[config.mk]
export PLATFORM = sky130hd
export DESIGN_NAME = brdctl_regs
export DESIGN_NICKNAME = d
export VERILOG_FILES = /design/src/rtl/brdctl_pkg.sv /design/src/rtl/brdctl_field.sv /design/src/rtl/brdctl_dispbuf.sv /design/src/rtl/brdctl_regs.sv
export SDC_FILE = /design/constraint.sdc
export NUM_CORES = 1
export LEC_CHECK = 0
export CELL_PAD_IN_SITES_DETAIL_PLACEMENT = 0
export CELL_PAD_IN_SITES_GLOBAL_PLACEMENT = 1
export CORE_MARGIN = 2
export CORE_UTILIZATION = 32
export DETAILED_ROUTE_END_ITERATION = 6
export PLACE_DENSITY = 0.75
export SETUP_SLACK_MARGIN = 0.3
export SYNTH_ARGS = -nofsm -noshare
export SYNTH_HDL_FRONTEND = slang
export SYNTH_SLANG_ARGS = --single-unit
[constraint.sdc]
create_clock -name clk -period 2.4 [get_ports clk]
set_input_delay 0.36 -clock clk [delete_from_list [all_inputs] [get_ports clk]]
set_output_delay 0.36 -clock clk [all_outputs]
set_load 0.01 [all_outputs]
[src/rtl/brdctl_pkg.sv]
package brdctl_pkg;

   localparam int OFF_W = 20;

   localparam logic [OFF_W-1:0] OFF_SWITCH = 20'h00200;
   localparam logic [OFF_W-1:0] OFF_STATUS = 20'h00208;
   localparam logic [OFF_W-1:0] OFF_JUMPER = 20'h00210;
   localparam logic [OFF_W-1:0] OFF_LEDBAR = 20'h00408;
   localparam logic [OFF_W-1:0] OFF_HEXWRD = 20'h00410;
   localparam logic [OFF_W-1:0] OFF_CHAR0  = 20'h00418;
   localparam logic [OFF_W-1:0] OFF_RSTKEY = 20'h00500;
   localparam logic [OFF_W-1:0] OFF_BRKBYT = 20'h00508;
   localparam logic [OFF_W-1:0] OFF_GPOUT  = 20'h00A00;
   localparam logic [OFF_W-1:0] OFF_GPIN   = 20'h00A08;
   localparam logic [OFF_W-1:0] OFF_I2CIN  = 20'h00B00;
   localparam logic [OFF_W-1:0] OFF_I2COE  = 20'h00B08;
   localparam logic [OFF_W-1:0] OFF_I2COUT = 20'h00B10;
   localparam logic [OFF_W-1:0] OFF_I2CSEL = 20'h00B18;

   localparam logic [7:0] RESET_KEY  = 8'h42;
   localparam logic [7:0] BRK_RST    = 8'h0A;
   localparam logic [7:0] BLANK_CHAR = 8'h20;
   localparam logic [31:0] I2CIN_HELD = 32'h3;

   function automatic logic [7:0] hex_ascii(input logic [3:0] nib);
      if (nib < 4'd10) return 8'h30 + {4'h0, nib};
      else             return 8'h37 + {4'h0, nib};
   endfunction

endpackage

[src/rtl/brdctl_field.sv]
module brdctl_field #(
   parameter int          W   = 8,
   parameter logic [W-1:0] RST = '0
) (
   input  logic         clk,
   input  logic         rst_n,
   input  logic         we,
   input  logic [W-1:0] d,
   output logic [W-1:0] q
);
   always_ff @(posedge clk or negedge rst_n) begin
      if (!rst_n)  q <= RST;
      else if (we) q <= d;
   end
endmodule

[src/rtl/brdctl_dispbuf.sv]
module brdctl_dispbuf
   import brdctl_pkg::*;
#(
   parameter int NCHAR  = 8,
   parameter int DATA_W = 32,
   localparam int IDX_W = $clog2(NCHAR)
) (
   input  logic               clk,
   input  logic               rst_n,
   input  logic               word_we,
   input  logic               char_we,
   input  logic [IDX_W-1:0]   char_idx,
   input  logic [DATA_W-1:0]  wdata,
   output logic [NCHAR*8-1:0] chars
);
   initial begin
      if (NCHAR * 4 != DATA_W) $fatal(1, "dispbuf: NCHAR*4 must equal DATA_W");
   end

   for (genvar k = 0; k < NCHAR; k++) begin : g_char
      always_ff @(posedge clk or negedge rst_n) begin
         if (!rst_n)
            chars[8*k +: 8] <= BLANK_CHAR;
         else if (word_we)
            chars[8*k +: 8] <= hex_ascii(wdata[DATA_W-1-4*k -: 4]);
         else if (char_we && char_idx == IDX_W'(k))
            chars[8*k +: 8] <= wdata[7:0];
      end
   end

   // leftmost character carries the top nibble after a word write
   p_word_msn_r5: assert property (@(posedge clk) disable iff (!rst_n)
      $past(word_we) |-> chars[7:0] == hex_ascii($past(wdata[DATA_W-1 -: 4])));

   // a single-character write lands its low byte in the addressed slot
   p_char_byte_r6: assert property (@(posedge clk) disable iff (!rst_n)
      $past(char_we && !word_we && char_idx == '0) |-> chars[7:0] == $past(wdata[7:0]));
endmodule

[src/rtl/brdctl_regs.sv]
module brdctl_regs
   import brdctl_pkg::*;
#(
   parameter int ADDR_W     = 32,
   parameter int DATA_W     = 32,
   parameter int NCHAR      = 8,
   parameter bit BIG_ENDIAN = 1'b1
) (
   input  logic               clk,
   input  logic               rst_n,
   input  logic               wr_en,
   input  logic [ADDR_W-1:0]  wr_addr,
   input  logic [DATA_W-1:0]  wr_data,
   input  logic [ADDR_W-1:0]  rd_addr,
   output logic [DATA_W-1:0]  rd_data,
   input  logic               sda_in,
   output logic [7:0]         led_o,
   output logic [NCHAR*8-1:0] disp_o,
   output logic [7:0]         brk_o,
   output logic [7:0]         gpo_o,
   output logic [1:0]         i2c_oe_o,
   output logic               scl_o,
   output logic               sda_o,
   output logic               sysrst_o
);
   localparam int IDX_W = $clog2(NCHAR);
   localparam logic [OFF_W-1:0] CHAR_LAST = OFF_CHAR0 + OFF_W'(8 * (NCHAR - 1));
   localparam logic [7:0] STATUS_VAL = BIG_ENDIAN ? 8'h12 : 8'h10;

   initial begin
      if (ADDR_W < OFF_W) $fatal(1, "brdctl_regs: ADDR_W below decode width");
      if (DATA_W != 32)   $fatal(1, "brdctl_regs: DATA_W must be 32");
      if (NCHAR < 2)      $fatal(1, "brdctl_regs: NCHAR must be at least 2");
   end

   logic [OFF_W-1:0] wr_off, rd_off, char_rel;
   logic             unused_upper;
   assign wr_off       = wr_addr[OFF_W-1:0];
   assign rd_off       = rd_addr[OFF_W-1:0];
   assign unused_upper = ^{wr_addr[ADDR_W-1:OFF_W], rd_addr[ADDR_W-1:OFF_W], char_rel[OFF_W-1:3+IDX_W], char_rel[2:0]};

   // write decode
   logic we_led, we_brk, we_gp, we_oe, we_out, we_sel, we_word, we_char, key_hit;
   assign we_led  = wr_en && wr_off == OFF_LEDBAR;
   assign we_brk  = wr_en && wr_off == OFF_BRKBYT;
   assign we_gp   = wr_en && wr_off == OFF_GPOUT;
   assign we_oe   = wr_en && wr_off == OFF_I2COE;
   assign we_out  = wr_en && wr_off == OFF_I2COUT;
   assign we_sel  = wr_en && wr_off == OFF_I2CSEL;
   assign we_word = wr_en && wr_off == OFF_HEXWRD;
   assign char_rel = wr_off - OFF_CHAR0;
   assign we_char = wr_en && wr_off >= OFF_CHAR0 && wr_off <= CHAR_LAST && wr_off[2:0] == 3'b000;
   assign key_hit = wr_en && wr_off == OFF_RSTKEY && wr_data == DATA_W'(RESET_KEY);

   logic [0:0]        sel_q;
   logic [DATA_W-1:0] out_q;

   brdctl_field #(.W(8), .RST(8'h00)) u_led (.clk, .rst_n, .we(we_led), .d(wr_data[7:0]), .q(led_o));
   brdctl_field #(.W(8), .RST(BRK_RST)) u_brk (.clk, .rst_n, .we(we_brk), .d(wr_data[7:0]), .q(brk_o));
   brdctl_field #(.W(8), .RST(8'h00)) u_gp  (.clk, .rst_n, .we(we_gp),  .d(wr_data[7:0]), .q(gpo_o));
   brdctl_field #(.W(2), .RST(2'b00)) u_oe  (.clk, .rst_n, .we(we_oe),  .d(wr_data[1:0]), .q(i2c_oe_o));
   brdctl_field #(.W(1), .RST(1'b1))  u_sel (.clk, .rst_n, .we(we_sel), .d(wr_data[0:0]), .q(sel_q));
   brdctl_field #(.W(DATA_W), .RST(DATA_W'(3))) u_out
      (.clk, .rst_n, .we(we_out), .d(wr_data), .q(out_q));

   assign scl_o = out_q[1];
   assign sda_o = out_q[0];

   brdctl_dispbuf #(.NCHAR(NCHAR), .DATA_W(DATA_W)) u_disp (
      .clk, .rst_n,
      .word_we (we_word),
      .char_we (we_char),
      .char_idx(char_rel[3 +: IDX_W]),
      .wdata   (wr_data),
      .chars   (disp_o)
   );

   always_ff @(posedge clk or negedge rst_n) begin
      if (!rst_n) sysrst_o <= 1'b0;
      else        sysrst_o <= key_hit;
   end

   // read mux
   always_comb begin
      rd_data = '0;
      case (rd_off)
         OFF_STATUS: rd_data = DATA_W'(STATUS_VAL);
         OFF_LEDBAR: rd_data = DATA_W'(led_o);
         OFF_BRKBYT: rd_data = DATA_W'(brk_o);
         OFF_GPOUT:  rd_data = DATA_W'(gpo_o);
         OFF_GPIN:   rd_data = sel_q[0] ? out_q : '0;
         OFF_I2CIN:  rd_data = {I2CIN_HELD[DATA_W-1:1], sda_in};
         OFF_I2COE:  rd_data = DATA_W'(i2c_oe_o);
         OFF_I2COUT: rd_data = out_q;
         OFF_I2CSEL: rd_data = DATA_W'(sel_q);
         default:    rd_data = '0;
      endcase
   end

   // a pulse is only ever the echo of a key write one edge earlier
   p_pulse_cause_r8: assert property (@(posedge clk) disable iff (!rst_n)
      sysrst_o |-> $past(wr_en && wr_off == OFF_RSTKEY && wr_data == DATA_W'(RESET_KEY)));

   // LED bar follows the low byte of its last write
   p_led_byte_r4: assert property (@(posedge clk) disable iff (!rst_n)
      $past(we_led) |-> led_o == $past(wr_data[7:0]));

   // switch and jumper offsets never return data
   p_fixed_zero_r2: assert property (@(posedge clk) disable iff (!rst_n)
      (rd_off == OFF_SWITCH || rd_off == OFF_JUMPER) |-> rd_data == '0);

   // with select cleared the general input word is blank
   p_gpin_gate_r11: assert property (@(posedge clk) disable iff (!rst_n)
      (rd_off == OFF_GPIN && !sel_q[0]) |-> rd_data == '0);

   // bit 0 of the I2C input word is the live data line
   p_sda_live_r12: assert property (@(posedge clk) disable iff (!rst_n)
      rd_off == OFF_I2CIN |-> rd_data[0] == sda_in);
endmodule

# After elaboration in Yosys (flattened, before gate mapping)
# Index checks and enable logic that the tools add are counted.
[word_totals]
register_bits = 124
output_inout_bits = 125
word_cells = 123
[classes]
add_sub_neg = 17
magnitude_cmp = 10
n_eq_ne = 25
n_mux = 26
n_reduce_logical = 30
[ops]
columns = ["cell", "count"]
rows = [
  ["32-bit case mux with 9 select lines", 1],
  ["20-bit by 12-bit == test with 1-bit output (second input constant)", 10],
  ["8-bit two-way mux", 24],
  ["20-bit by 11-bit == test with 1-bit output (second input constant)", 6],
  ["6-bit by 4-bit adder with 7-bit output (first input constant)", 16],
  ["32-bit by 7-bit == test with 1-bit output (second input constant)", 1],
  ["4-bit less-than comparator (second input constant)", 8],
  ["32-bit two-way mux", 1],
  ["20-bit by 10-bit == test with 1-bit output (second input constant)", 1],
  ["20-bit by 11-bit greater-or-equal comparator with 1-bit output (second input constant)", 1],
  ["20-bit by 11-bit less-or-equal comparator with 1-bit output (second input constant)", 1],
  ["1-bit logical AND", 20],
  ["2-bit nonzero test", 8],
  ["3-bit == test (second input constant)", 4],
  ["3-bit by 2-bit == test with 1-bit output (second input constant)", 2],
  ["3-bit logical NOT", 2],
  ["6-bit by 5-bit subtractor with 6-bit output (second input constant)", 1],
  ["3-bit by 1-bit == test with 1-bit output (second input constant)", 1],
]

# Longest topological paths before layout
[depth]
ltp_word = 7
mapped_depth = 9
ltp_nobuf = 6

# Modules after synthesis
# From an unflattened synthesis, not the netlist that was laid out.
[hier_totals]
cells_unflattened = 612
hier_area_um2 = 7090.6
[modules_own_cells]
columns = ["mod", "instances", "cells_per_inst", "area_each_um2", "seq_area_each_um2"]
rows = [
  ["brdctl_dispbuf", 1, 336, 3623.5, 1611.5],
  ["brdctl_field (u_out)", 1, 68, 1347.5, 803.3],
  ["brdctl_regs", 1, 151, 1008.5, 25.0],
  ["brdctl_field (u_gp ...)", 2, 17, 331.6, 200.2],
  ["brdctl_field (u_brk)", 1, 17, 334.1, 202.7],
  ["brdctl_field (u_oe)", 1, 4, 72.6, 50.0],
  ["brdctl_field (u_sel)", 1, 2, 41.3, 26.3],
]

# Worst setup path before layout
# OpenSTA, ideal clock, no wires.
[synth_path]
path_type = "input-to-output"
startpoint = "in rd_addr[13]"
endpoint = "out rd_data[0]"
arrival_ps = 2017
t_required_ps = 2040
slack_ps = 23
stages = 6
n_path_buf = 1
path_cell_list = "nor4_1 nand4_1 or3b_2 o32ai_1 buf_2 a221o_1"
[synth_between]
elab_chain_cells = 2
word_cells_on_any_way = 10
[synth_lines]
columns = ["item", "line", "text"]
rows = [
  ["start, declared", "brdctl_regs.sv:14", "input logic [ADDR_W-1:0] rd_addr,"],
  ["20-bit by 12-bit == test with 1-bit output (tied with other cells)", "brdctl_regs.sv:86", "case (rd_off)"],
  ["32-bit case mux with 9 select lines *", "brdctl_regs.sv:86", ""],
  ["end, declared", "brdctl_regs.sv:15", "output logic [DATA_W-1:0] rd_data,"],
]
# Every way passes the cells marked *; elsewhere a longest branch is shown, timed or not.

# Worst setup path in the final report
[layout_path]
startpoint = "in rd_addr[10]"
endpoint = "out rd_data[2]"
# Same word-level chain as after synthesis.

==> flow_summary.json <==
{
  "synthMuxAreaShare": 0.138,
  "setup_ws_ps": -239,
  "status": "finished, violations left",
  "synth-async-reset-ratio": 1.00,
  "crit_arrival_ps": 2280,
  "areaGrowthSynthToFinish_pct": 56.6,
  "avgSynthCellArea_um2": 9.66,
  "min_period_ps": 2640,
  "fin_skew_ps": 0,
  "yosys.area_share.simple": 0.169,
  "dpl_worst_slack_ps": -892,
  "ys_ff_latch": 124,
  "initial_utilization": 0.325,
  "ir_worst_vdd_mv": 0.508,
  "hpwl_um": 18700,
  "io_buffer_count": 200,
  "layout_worst_path_cycle_share": 1.10,
  "nFillCells": 2038,
  "drive_above_1_share": 0.305,
  "setup_viol": 32,
  "synthXorXnorAreaFrac": 0.00867,
  "fin_setup_tns_ps": -5950,
  "seq_area_frac_synth": 0.441,
  "clkTransAtPathRegs_ps": 60,
  "wl_per_cell_um": 19.4,
  "syn_nets": 848,
  "routabilityCongestion": 0.873,
  "worst_pin_slew_ps": 719,
  "rows": 54,
  "drv_cap": 0,
  "cts_buffer_depth": 2,
  "die_area_mm2": 0.0233,
  "worstSetupStartpointType": "primary input",
  "cts_hold_buf": 0,
  "hold_path.class": "primary input to async pin",
  "post-route-cell-area_mm2": 0.0111,
  "crit_chain": "dlygate4sd2_1 -> nand4b_1 -> nor4_2 -> nand4_1 -> o32ai_4 -> buf_6 -> buf_8 -> buf_16 -> a221o_1 -> buf_2",
  "stdcell_count": 1325,
  "drt_pass1_iterations": 6,
  "ant_nets": 0,
  "hold_viol_final": 4,
  "yosys_warnings": 0,
  "worstSetupPathType": "primary input to output pin",
  "syn_area_mm2": 0.00707,
  "wirelength_um": 25700,
  "grt_use_total": 0.219,
  "vias": 6888,
  "core_area_mm2": 0.0218,
  "drtIter0Drc": 434,
  "power.density_mw_per_mm2": 464,
  "numClockSinks": 124,
  "synth-edff-count": 0,
  "grt_pass1_vias": 6989,
  "clock_latency_ps": 440,
  "dpl.cell_count": 1275,
  "io_pins": 225,
  "rsz0062_at_grt": "yes",
  "maxSlewHeadroom": 0.521,
  "grt_pass1_wl_um": 39700,
  "cts_buffers": 17,
  "cp_slowest_cell": "o32ai_4",
  "p_leak_nw": 5.15,
  "cts_tree": "done",
  "antenna_found_initial": 0,
  "p_total_mw": 5.14,
  "whs_ps": -13.0,
  "drc": 0,
  "synth_top_family_by_area": "simple AND/OR/NAND/NOR gates",
  "maxSlewViolCount": 0,
  "ys_types": 57,
  "die_y_um": 153,
  "dpl_cell_area_mm2": 0.0103,
  "slowest_delay_ps": 320,
  "synth_adder_area_share": 0.0283,
  "fmax_mhz": 379,
  "worstPathRequired_ps": 2040,
  "synth_ff_type": "dfrtp_1",
  "violations": "hold timing, setup timing",
  "root_buffer": "clkbuf_16",
  "cp_max_fo": 7,
  "synth_compound_area_frac": 0.166,
  "grt.overflow.total": 0,
  "grt_max_degree": 125,
  "fp.dieW_um": 153,
  "worstSetupEndpointType": "output pin",
  "nNetsFinal": 1148,
  "diodes": 0,
  "viasPerCell": 5.20,
  "synth_cells": 732,
  "h-tree-depth": 4
}
==> critical path: cells and delay by family <==
kind                   cells  cell delay [ps]
and+or+nand+nor            3              700
buffers and inverters      5              750
AOI/OAI and AO/OA          2              470
==> stage by stage <==
step,hold WS [ps],util
after global placement,470,0.471
after detailed placement,474,0.471
final,-13.0,0.509
after global routing,82.5,0.509
after CTS,78.0,0.503
after floorplan,64.4,-
==> layout make-up <==
cell class	count	area, um^2	area share
timing repair buffer	334	3110	0.281
clock buffer	18	439	0.0396
clock inverter	14	134	0.0121
multi-input combinational	531	3830	0.346
sequential	124	3120	0.282
inverter	24	90.1	0.00813
tap	280	350	0.0316
==> registers in the layout (all words and copies together) (netlist names) <==
register,count
u_oe.q,2
u_brk.q,8
u_gp.q,8
u_out.q,32
u_led.q,8
u_disp.chars,64
u_sel.q,1
sysrst_o,1
==> synth_stat cells, types with 5 or more instances <==
library cell	count	area (um^2)
a2111o_1	6	67.6
a21boi_0	6	45.0
a21o_1	7	52.6
a21oi_1	83	415
a221o_1	7	70.1
a31oi_1	8	50.1
and2_1	25	156
and3_1	11	68.8
buf_2	6	30.0
buf_6	6	67.6
clkbuf_1	37	139
dfrtp_1	111	2780
dfstp_2	13	342
ha_1	16	200
inv_1	24	90.1
mux2_2	59	664
mux2i_1	29	290
nand2_1	54	203
nand3_1	25	125
nand4_1	6	37.5
nor2_1	56	210
nor2b_1	8	50.1
nor3_1	11	55.1
nor4_1	16	100
o211ai_1	7	52.6
o21ai_0	27	135
o21bai_1	6	45.0
o22ai_1	5	31.3
xnor2_1	7	61.3
==> cell usage in the layout (no fill, tap or decap), types with 5 or more instances in the layout <==
master,n
mux2i_1,28
xnor2_1,7
nor2b_1,7
clkbuf_16,17
and2_1,25
o22ai_1,5
nand4_1,6
buf_2,35
a21oi_2,9
nor2_1,55
a221o_1,7
clkdlybuf4s50_1,141
buf_12,13
a21oi_1,74
inv_6,6
dfrtp_1,111
nor3_1,9
nand2_1,53
ha_1,16
dlygate4sd2_1,9
a31oi_1,7
buf_4,105
a21o_1,7
buf_6,19
nand3_1,23
a21boi_0,6
mux2_2,59
o21ai_0,27
dfstp_2,13
o211ai_1,7
nor4_1,11
o21bai_1,6
and3_1,11
inv_1,24
==> layer usage <==
layer | up-vias | GRT usage | share of wire
met3 | 33 | 0.0546 | 0.068
met2 | 209 | 0.362 | 0.48
li1 | 3252 | - | -
met1 | 3394 | 0.282 | 0.43
met4 | 0 | 0.0745 | 0.020
met5 | - | 0 | 0
==> report_power, final <==
group	total, mW	leakage [nW]	switching (mW)	internal [mW]
clock network	2.52	0.278	1.05	1.47
logic	0.524	3.20	0.289	0.235
registers	2.09	1.68	0.0000595	2.09
total	5.14	5.15	1.34	3.80
==> worst paths after layout <==
kind / endpoint / start / slack [ps] / cells past startpoint
min in group clk: sysrst_o / wr_addr[10] / 430 / 5
worst min-delay path: u_out.q[27] / rst_n / -10 / 2
worst max register to register: u_disp.chars[61] / u_disp.chars[61] / 1380 / 3
worst max-delay path: rd_data[2] / rd_addr[10] / -240 / 10
worst min register to register: u_out.q[23] / u_out.q[23] / 480 / 1
max in group asynchronous: u_disp.chars[22] / rst_n / 1860 / 2
==> repair_timing <==
item / 4_1_cts / 5_1_grt
pin swaps: 20 / 11
buffers inserted: 14 / 1
endpoints found under the setup margin: 74 / 81
cloned: 3 / 0
resized for setup: 215 / 25
==> kinds of logic after synthesis <==
kind of cell / after synthesis
buffers and inverters: 77
AOI/OAI and AO/OA: 184
xor gates and xnor gates: 7
adders and majority gates: 16
muxes: 90
DFF: 124
and+or+nand+nor: 234
Power figures use the tool's default switching activity.
